--- src/rtl/sm_pkg.sv ---
package sm_pkg;
    localparam int INSTR_W = 16;
    localparam int OP_W    = 4;
    localparam int FIELD_W = INSTR_W - OP_W;

    typedef enum logic [OP_W-1:0] {
        OP_HALT  = 4'd0,
        OP_LOAD  = 4'd1,
        OP_STORE = 4'd2,
        OP_ADD   = 4'd3,
        OP_MUL   = 4'd4,
        OP_DUP   = 4'd5
    } op_e;

    typedef enum logic [1:0] {
        S_IDLE = 2'd0,
        S_RUN  = 2'd1,
        S_DONE = 2'd2
    } state_e;
endpackage

--- src/rtl/sm_ram.sv ---
module sm_ram #(
    parameter int DW = 32,
    parameter int AW = 6
) (
    input  logic          clk,
    input  logic          we,
    input  logic [AW-1:0] waddr,
    input  logic [DW-1:0] wdata,
    input  logic [AW-1:0] raddr,
    output logic [DW-1:0] rdata
);
    localparam int WORDS = 1 << AW;

    logic [DW-1:0] mem [WORDS];

    always_ff @(posedge clk) begin
        if (we) mem[waddr] <= wdata;
    end

    assign rdata = mem[raddr];
endmodule

--- src/rtl/sm_alu.sv ---
module sm_alu #(
    parameter int DW = 32
) (
    input  logic          do_mul,
    input  logic [DW-1:0] lhs,
    input  logic [DW-1:0] rhs,
    output logic [DW-1:0] res
);
    always_comb begin
        if (do_mul) res = lhs * rhs;
        else        res = lhs + rhs;
    end
endmodule

--- src/rtl/sm_stack.sv ---
module sm_stack #(
    parameter int DW    = 32,
    parameter int DEPTH = 8
) (
    input  logic                           clk,
    input  logic                           rst_n,
    input  logic                           clear,
    input  logic                           push,
    input  logic                           pop,
    input  logic                           combine,
    input  logic [DW-1:0]                  wdata,
    output logic [DW-1:0]                  top,
    output logic [DW-1:0]                  second,
    output logic [$clog2(DEPTH+1)-1:0]     count
);
    localparam int IW = $clog2(DEPTH);
    localparam int CW = $clog2(DEPTH + 1);

    logic [DW-1:0] ent [DEPTH];
    logic [CW-1:0] cnt_q;
    logic [CW-1:0] cm1, cm2;
    logic          unused_msb;

    assign cm1 = cnt_q - CW'(1);
    assign cm2 = cnt_q - CW'(2);
    assign unused_msb = cm1[CW-1] ^ cm2[CW-1];

    always_ff @(posedge clk or negedge rst_n) begin
        if (!rst_n) begin
            for (int i = 0; i < DEPTH; i++) ent[i] <= '0;
        end else begin
            for (int i = 0; i < DEPTH; i++) begin
                if ((push && cnt_q == CW'(i)) || (combine && cm2 == CW'(i)))
                    ent[i] <= wdata;
            end
        end
    end

    always_ff @(posedge clk or negedge rst_n) begin
        if (!rst_n)             cnt_q <= '0;
        else if (clear)         cnt_q <= '0;
        else if (push)          cnt_q <= cnt_q + CW'(1);
        else if (pop || combine) cnt_q <= cm1;
    end

    assign top    = ent[cm1[IW-1:0]];
    assign second = ent[cm2[IW-1:0]];
    assign count  = cnt_q;
endmodule

--- src/rtl/sm_core.sv ---
module sm_core
    import sm_pkg::*;
#(
    parameter int DATA_W  = 32,
    parameter int DEPTH   = 8,
    parameter int IMEM_AW = 6,
    parameter int DMEM_AW = 6
) (
    input  logic               clk,
    input  logic               rst_n,
    input  logic               start,
    input  logic               imem_we,
    input  logic [IMEM_AW-1:0] imem_addr,
    input  logic [INSTR_W-1:0] imem_wdata,
    input  logic               dmem_we,
    input  logic [DMEM_AW-1:0] dmem_addr,
    input  logic [DATA_W-1:0]  dmem_wdata,
    output logic [DATA_W-1:0]  dmem_rdata,
    output logic               halted,
    output logic               err_overflow,
    output logic               err_underflow
);
    localparam int CW = $clog2(DEPTH + 1);

    state_e               state_q, state_d;
    logic [IMEM_AW-1:0]   pc_q;
    logic                 ovf_q, udf_q;
    logic                 running;
    logic [INSTR_W-1:0]   instr;
    op_e                  opcode;
    logic [FIELD_W-1:0]   field;
    logic [DMEM_AW-1:0]   maddr;
    logic                 unused_field;

    logic [DATA_W-1:0]    stk_top, stk_second, stk_wdata, alu_res, mem_rd;
    logic [CW-1:0]        stk_count;
    logic                 stk_full, stk_empty, stk_two;

    logic                 do_push, do_pop, do_comb, do_store;
    logic                 ovf_set, udf_set, stop, restart;

    assign running      = (state_q == S_RUN);
    assign opcode       = op_e'(instr[INSTR_W-1:FIELD_W]);
    assign field        = instr[FIELD_W-1:0];
    assign maddr        = field[DMEM_AW-1:0];
    assign unused_field = ^field[FIELD_W-1:DMEM_AW];
    assign stk_full     = (stk_count == CW'(DEPTH));
    assign stk_empty    = (stk_count == '0);
    assign stk_two      = (stk_count >= CW'(2));
    assign restart      = start && !running;

    // State register
    always_ff @(posedge clk or negedge rst_n) begin
        if (!rst_n) state_q <= S_IDLE;
        else        state_q <= state_d;
    end

    // Next state
    always_comb begin
        state_d = state_q;
        unique case (state_q)
            S_IDLE:  if (start) state_d = S_RUN;
            S_RUN:   if (stop || ovf_set || udf_set) state_d = S_DONE;
            S_DONE:  if (start) state_d = S_RUN;
            default: state_d = S_IDLE;
        endcase
    end

    // Control outputs of the executing instruction
    always_comb begin
        do_push  = 1'b0;
        do_pop   = 1'b0;
        do_comb  = 1'b0;
        do_store = 1'b0;
        ovf_set  = 1'b0;
        udf_set  = 1'b0;
        stop     = 1'b0;
        if (running) begin
            case (opcode)
                OP_LOAD: begin
                    if (stk_full) ovf_set = 1'b1;
                    else          do_push = 1'b1;
                end
                OP_STORE: begin
                    if (stk_empty) udf_set = 1'b1;
                    else begin
                        do_pop   = 1'b1;
                        do_store = 1'b1;
                    end
                end
                OP_ADD, OP_MUL: begin
                    if (!stk_two) udf_set = 1'b1;
                    else          do_comb = 1'b1;
                end
                OP_DUP: begin
                    if (stk_empty)     udf_set = 1'b1;
                    else if (stk_full) ovf_set = 1'b1;
                    else               do_push = 1'b1;
                end
                default: stop = 1'b1;
            endcase
        end
    end

    // Program counter and error flags
    always_ff @(posedge clk or negedge rst_n) begin
        if (!rst_n) begin
            pc_q  <= '0;
            ovf_q <= 1'b0;
            udf_q <= 1'b0;
        end else if (restart) begin
            pc_q  <= '0;
            ovf_q <= 1'b0;
            udf_q <= 1'b0;
        end else if (running) begin
            if (ovf_set) ovf_q <= 1'b1;
            if (udf_set) udf_q <= 1'b1;
            if (!(stop || ovf_set || udf_set)) pc_q <= pc_q + IMEM_AW'(1);
        end
    end

    assign stk_wdata = do_comb ? alu_res :
                       (opcode == OP_DUP) ? stk_top : mem_rd;

    sm_ram #(.DW(INSTR_W), .AW(IMEM_AW)) u_imem (
        .clk   (clk),
        .we    (imem_we && !running),
        .waddr (imem_addr),
        .wdata (imem_wdata),
        .raddr (pc_q),
        .rdata (instr)
    );

    sm_ram #(.DW(DATA_W), .AW(DMEM_AW)) u_dmem (
        .clk   (clk),
        .we    (running ? do_store : dmem_we),
        .waddr (running ? maddr : dmem_addr),
        .wdata (running ? stk_top : dmem_wdata),
        .raddr (running ? maddr : dmem_addr),
        .rdata (mem_rd)
    );

    sm_alu #(.DW(DATA_W)) u_alu (
        .do_mul (opcode == OP_MUL),
        .lhs    (stk_second),
        .rhs    (stk_top),
        .res    (alu_res)
    );

    sm_stack #(.DW(DATA_W), .DEPTH(DEPTH)) u_stack (
        .clk     (clk),
        .rst_n   (rst_n),
        .clear   (restart),
        .push    (do_push),
        .pop     (do_pop),
        .combine (do_comb),
        .wdata   (stk_wdata),
        .top     (stk_top),
        .second  (stk_second),
        .count   (stk_count)
    );

    assign dmem_rdata    = mem_rd;
    assign halted        = (state_q == S_DONE);
    assign err_overflow  = ovf_q;
    assign err_underflow = udf_q;
endmodule

--- config.mk ---
export PLATFORM = sky130hd
export DESIGN_NAME = sm_core
export DESIGN_NICKNAME = d
export VERILOG_FILES = /design/src/rtl/sm_pkg.sv /design/src/rtl/sm_ram.sv /design/src/rtl/sm_alu.sv /design/src/rtl/sm_stack.sv /design/src/rtl/sm_core.sv
export SDC_FILE = /design/constraint.sdc
export NUM_CORES = 2
export LEC_CHECK = 0
export ABC_AREA = 1
export BUFFER_PORTS_ARGS = -buffer_cell sky130_fd_sc_hd__buf_2
export CAP_MARGIN = 5
export CORE_UTILIZATION = 40
export CTS_BUF_LIST = sky130_fd_sc_hd__clkbuf_4
export DETAILED_ROUTE_END_ITERATION = 10
export SYNTH_ARGS = -nofsm -noshare
export SYNTH_HDL_FRONTEND = slang
export SYNTH_SLANG_ARGS = --single-unit
--- constraint.sdc ---
create_clock -name clk -period 11.55 [get_ports clk]
set_input_delay 1.155 -clock clk [delete_from_list [all_inputs] [get_ports clk]]
set_output_delay 1.155 -clock clk [all_outputs]
set_load 0.005 [all_outputs]
## Yosys cells after proc, flatten, opt, wreduce, memory -nomap -nowiden

Memories as Yosys holds them, arrays and structs flattened.
Cells that the tools add are included.

| operators by class | value |
|---|---|
| add/sub/neg operators | 5 |
| multiply operators | 1 |
| divide/modulo/power cells | 0 |
| magnitude comparators | 3 |
| equal/unequal tests | 25 |
| shift operators | 0 |
| muxes and demuxes | 51 |
| bitwise operators | 2 |
| reduce and logical (&&, ||, !) cells | 45 |

Operators by type and width:

| cell | number |
|---|---|
| 32-bit 2-to-1 mux | 8 |
| 32-bit binary-select mux with 3-bit select | 2 |
| 4-bit by 3-bit equality test with 1-bit output (second input constant) | 10 |
| 32-bit adder | 1 |
| 32-bit by 32-bit multiplier with 32-bit output | 1 |
| 1-bit 2-to-1 mux | 28 |
| 4-bit by 2-bit equality test with 1-bit output (second input constant) | 6 |
| 6-bit 2-to-1 mux | 4 |
| 1-bit logical AND | 18 |
| 4-bit by 1-bit equality test with 1-bit output (second input constant) | 3 |
| 4-bit 2-to-1 mux | 3 |
| 1-bit logical OR | 11 |
| 4-bit greater-or-equal comparator (second input constant) | 2 |
| 4-bit logical NOT | 2 |
| 3-bit NOT with 4-bit output | 2 |
| 2-bit AND reduction | 4 |
| 6-bit by 1-bit adder with 6-bit output (second input constant) | 1 |
| 1-bit case mux with 2 select lines | 3 |
| 2-bit nonzero test | 3 |
| 2-bit OR reduction | 3 |
| 5-bit OR reduction | 1 |
| 4-bit by 1-bit adder with 4-bit output (second input constant) | 1 |
| 4-bit equality test (second input constant) | 1 |
| 4-bit by 2-bit greater-or-equal comparator with 1-bit output (second input constant) | 1 |
| other kinds (11) | 13 |

| storage, ports and cells | value |
|---|---|
| register bits | 270 |
| latch bits | 0 |
| memory bits (writable) | 3072 |
| ROM bits | 0 |
| input bits | 65 |
| output and inout port bits | 35 |
| memories | 2 |

Memory list:

| memory | depth | width | read ports | clocked after Yosys merged registers in | wr ports | RTL line | RTL |
|---|---|---|---|---|---|---|---|
| u_dmem.mem | 64 | 32 | 1 | 0 | 1 | sm_ram.sv:14 | `logic [DW-1:0] mem [WORDS];` |
| u_imem.mem | 64 | 16 | 1 | 0 | 1 | sm_ram.sv:14 |  |

## Depth between registers and ports, before layout

| logic depth | value |
|---|---|
| word-level depth | 10 |
| gate-level depth with buffers | 51 |

## Modules after synthesis

A second synthesis with hierarchy kept.

| unflattened totals | value |
|---|---|
| cells, all modules | 15571 |
| area total of the unflattened synthesis | 160527.7 sq um |

Modules (own cells, without submodules):

| module | times used | cells each | area each (sq um) |
|---|---|---|---|
| sm_ram at u_dmem | 1 | 6737 | 82097.5 |
| sm_ram at u_imem | 1 | 3501 | 41778.8 |
| sm_alu | 1 | 2679 | 18993.2 |
| sm_stack | 1 | 2274 | 15750.1 |
| sm_core | 1 | 380 | 1908.1 |

## Least setup slack after synthesis

No wires, ideal clock.

| timing path | value |
|---|---|
| path type | reg-to-reg |
| start | register u_stack.cnt_q[1], in the netlist u_stack.count[1] |
| end | register u_stack.ent[221] (netlist name) |
| library setup time | 0.117 ns |
| data arrival time | 8.660 ns |
| required time | 11.433 ns |
| path slack | 2.773 ns |
| stages on the path, launching flop included | 44 |
| path buffers | 7 |
| period minus slack after synthesis | 8.777 ns |
| path through | dfrtp_1 -> buf_2 -> inv_2 -> buf_2 -> buf_2 -> ha_1 -> clkinv_1 -> clkbuf_1 -> buf_1 -> o21ai_0 -> clkbuf_1 -> inv_1 -> clkbuf_1 -> nor2_1 -> fa_1 -> inv_1 -> fa_1 -> fa_1 -> (+8 left out) -> ha_1 -> nand2_1 -> o21ai_0 -> nand2_1 -> nand3_1 -> a21oi_1 -> o21ai_0 -> inv_1 -> o21ai_0 -> a21o_1 -> a21o_1 -> a21oi_1 -> o21ai_0 -> nand2_1 -> nand2_1 -> nand2_2 -> nand2_1 -> nand2_1 |

| between the ends | value |
|---|---|
| cells in the longest elaborated chain, start to end | 8 |

Ends and longest elaborated chain:

| element | RTL line | RTL |
|---|---|---|
| from (decl) | sm_stack.sv:20 | `logic [CW-1:0] cnt_q;` |
| from (signal assigned) | sm_stack.sv:42 | `else if (push) cnt_q <= cnt_q + CW'(1);` |
| from (signal assigned) | sm_stack.sv:43 | `else if (pop \|\| combine) cnt_q <= cm1;` |
| 4-bit by 2-bit subtractor with 4-bit output or 4-bit by 1-bit subtractor with 4-bit output (tied branches) | sm_stack.sv:25, sm_stack.sv:24 |  |
| 3-bit NOT with 4-bit output, on equally long branches | sm_stack.sv:47, sm_stack.sv:46 |  |
| 32-bit binary-select mux with 3-bit select, on equally long branches | sm_stack.sv:47, sm_stack.sv:46 |  |
| 32-bit 2-to-1 mux, on equally long branches (2 in series) | sm_stack.sv:47, sm_stack.sv:46 |  |
| 32-bit by 32-bit multiplier with 32-bit output or 32-bit adder (tied branches) | sm_alu.sv:10, sm_alu.sv:11 |  |
| 32-bit 2-to-1 mux | sm_alu.sv:10 | `if (do_mul) res = lhs * rhs;` |
| 32-bit 2-to-1 mux | sm_core.sv:122 | `assign stk_wdata = do_comb ? alu_res :` |
| to (signal, indexed assignment) | sm_stack.sv:34 | `ent[i] <= wdata;` |
| to (decl) | sm_stack.sv:19 | `logic [DW-1:0] ent [DEPTH];` |

Parallel ways exist; a longest one is shown, timed or not. The select of a mux whose other input is x is not followed.
A chain may end at the register's enable or synchronous reset.

## Worst setup path after layout

| timing path | value |
|---|---|
| start | register u_stack.cnt_q[0], in the netlist u_stack.count[0] |
| end | register u_stack.ent[247] (netlist name) |

Same word-level chain as after synthesis.

==> qor.yml <==
synth_seq_cells: 2958
grt_pass1_wl_um: 665000
num_rows: 220
ys_seq_area_share_pct: 60.2
die_w_um: 605
io_pins: 100
die_h_um: 605
tns_ns: 0
hpwl_um: 267000
viasPerCell: 5.23
cts-buffers-inserted: 737
max_slew_margin_pct: 17.0
avgSynthCellArea_sq_um: 9.73
fill_cells: 33963
max_cap_violations: 0
hold_violations: 0
drt_iter0_drc: 11361
yosys-top-cells-count: "6828 x nand2_1, 2688 x edfxtp_1, 980 x nor2_1"
path_max_fanout: 72
report.final.slew_viol_count: 0
yosys_warnings: 0
rr_worst_depth: 38
fin_skew_ns: 0.185
syn-num-nets: 15582
worst_setup_path_end_kind: "register"
synth_largest_area_cell: "edfxtp_1"
tightest_slew_ns: 1.24
setup_viol: 0
multi_input_area_sq_um: 51700
port-buffer-count: 93
insertion_delay_ns: 1.60
yosysMostFrequentCell: "nand2_1"
criticalPathCategory: "register to register"
wirelength_um: 453000
fin_nets: 15924
drive_gt1_share_pct: 11.2
grt_pass1_vias: 102537
status: "finished, final reports clean"
fin_crit_ns: 10.57
antenna_found_initial: 25
grt_max_degree: 214
period_share_pct: 91.5
synth_edf_count: 2688
cts.sinks: 2958
syn2layout_area_growth_pct: 10.5
hold_path_class: "input pin to register"
cpPeakStageDelay_ns: 0.59
drt-pass1-iter-count: 7
drtAntennaViolNets: 0
r2r_slack_ns: 0.98
rsz0062_at_grt: "no"
regArea_sq_um: 87500
critical_path.top_delay_family: "adder cells"
ys.flop_type: "edfxtp_1"
initial_core_util_pct: 40.3
startpoint: "u_stack.count[0]$_DFFE_PN0P_"
cp_slowest_cell: "clkinv_1"
synthCells: 14945
ys_types: 49
cp.arrival_ns: 11.92
worstSetupPathDepth: 38
grt.total_usage_pct: 24.3
max_freq_mhz: 94.6
routabilityCongestion: 0.936
htreeDepth: 6
rr_startpoint: "u_stack.count[0]$_DFFE_PN0P_"
cts_tree: "yes"
synth-async-reset-ratio_pct: 9.13
cp-endpoint: "u_stack.ent[247]$_DFFE_PN0P_"
grt_overflow: 0
regToRegEndpoint: "u_stack.ent[247]$_DFFE_PN0P_"
dieArea_sq_um: 366000
wl_per_cell_um: 22.0
synth_top_area_share_pct: 55.5
critPathLaunchType: "register"
vias: 107727
coreArea_sq_um: 360000
root_buffer: "clkbuf_4"
cts.clk_slew.worst_paths_ns: 0.07
cts_buffer_depth: 4
path_buf_inv: 11
worstPathRequired_ns: 12.90
synthTopCellsByArea: "edfxtp_1 56%, nand2_1 18%, fa_1 5.6%"
mappedNetlistArea_sq_um: 145000
drc_errors: 0
[metal layers]
| metal | vias to the layer above | routed length (um) | track usage (%) |
|---|---|---|---|
| li1 | 49984 | - | - |
| met1 | 52172 | 187000 | 32.9 |
| met5 | - | 69 | 0 |
| met3 | 825 | 40400 | 4.52 |
| met2 | 4736 | 208000 | 38.7 |
| met4 | 10 | 18100 | 9.80 |
[cell usage in the layout (no fill, tap or decap), types with 32 or more instances in the layout]
master,netlist,routed
nor2_1,980,915
ha_1,163,162
nand3_1,372,372
buf_4,56,274
fa_1,409,409
inv_1,754,751
clkbuf_4,0,1076
dfrtp_1,270,265
nor2_4,5,74
buf_2,450,92
a21oi_1,446,446
nand2_1,6828,6824
o21ai_1,135,138
edfxtp_1,2688,2688
clkinv_1,20,138
o211ai_1,83,83
xor2_1,33,32
o21ai_0,592,557
o22ai_1,87,87
nand2_2,36,35
o221ai_1,34,34
nand4_1,45,45
[cells by family after synthesis]
group                    count (synthesis)  share of synthesized area (%)
adder cells (fa/ha/maj)                572                           7.04
flip-flops                            2958                           60.2
AO/OA/AOI/OAI                         1447                           5.45
AND/OR/NAND/NOR                       8317                           22.1
buffers and inverters                 1589                           4.88
XOR/XNOR                                62                          0.374
[worst min path at each step]
stage                                            start                      endpoint  slack (ns)  cells after the start
after CTS                                dmem_wdata[3]    u_dmem.mem[5][3]$_DFFE_PP_        0.06                      3
final                                    dmem_wdata[3]    u_dmem.mem[3][3]$_DFFE_PP_        0.20                      3
after detailed placement   u_stack.ent[59]$_DFFE_PN0P_   u_stack.ent[59]$_DFFE_PN0P_        0.46                      2
after global routing                     dmem_wdata[3]    u_dmem.mem[5][3]$_DFFE_PP_        0.15                      3
after floorplan            u_stack.ent[65]$_DFFE_PN0P_   u_stack.ent[65]$_DFFE_PN0P_        0.45                      2
after global placement    u_stack.ent[100]$_DFFE_PN0P_  u_stack.ent[100]$_DFFE_PN0P_        0.46                      2
[layout make-up]
type                    count  share of cell area, %
diodes                     10                 0.0156
clock buffers            1076                   5.03
clock inverters           191                  0.736
inverters                 797                   1.88
multi-input cells       10398                   32.2
flip-flops and latches   2958                   54.5
well taps                4773                   3.72
repair buffers            395                   1.91
[state kept, by name, indices dropped and copies added (netlist names)]
signal,flops
u_stack.count,4
u_dmem.mem,2048
state_q,2
u_imem.mem,640
pc_q,6
err_overflow,1
u_stack.ent,256
err_underflow,1
[tightest hold or removal path: cells and delay by family]
| family | cells | cell delay (ns) |
|---|---|---|
| buf+inv | 1 | 0.08 |
| compound gates | 1 | 0.23 |
| simple gates | 1 | 0.12 |
[timing repair]
action | CTS | global route
hold buffers | 2 | 0
hold endpoints to repair | 83 | 0
resized for setup | 0 | 0
buffers inserted | 0 | 0
[through the flow]
step           hold WS, ns  cells  util (%)  setup WS [ns]  area (sq um)
6_report             0.202  20598      44.6          0.979        161000
5_1_grt              0.150  20593      44.6          0.413        161000
4_1_cts             0.0612  20588      44.6           1.12        161000
3_5_place_dp         0.465  19319      42.0           1.16        151000
3_3_place_gp         0.463  19319      42.0           1.17        151000
2_1_floorplan        0.449  14945         -           2.77        145000
Power is left out: the tool's default activity adds up to more than one toggle a clock period on the data nets, which glitch-free logic cannot reach.
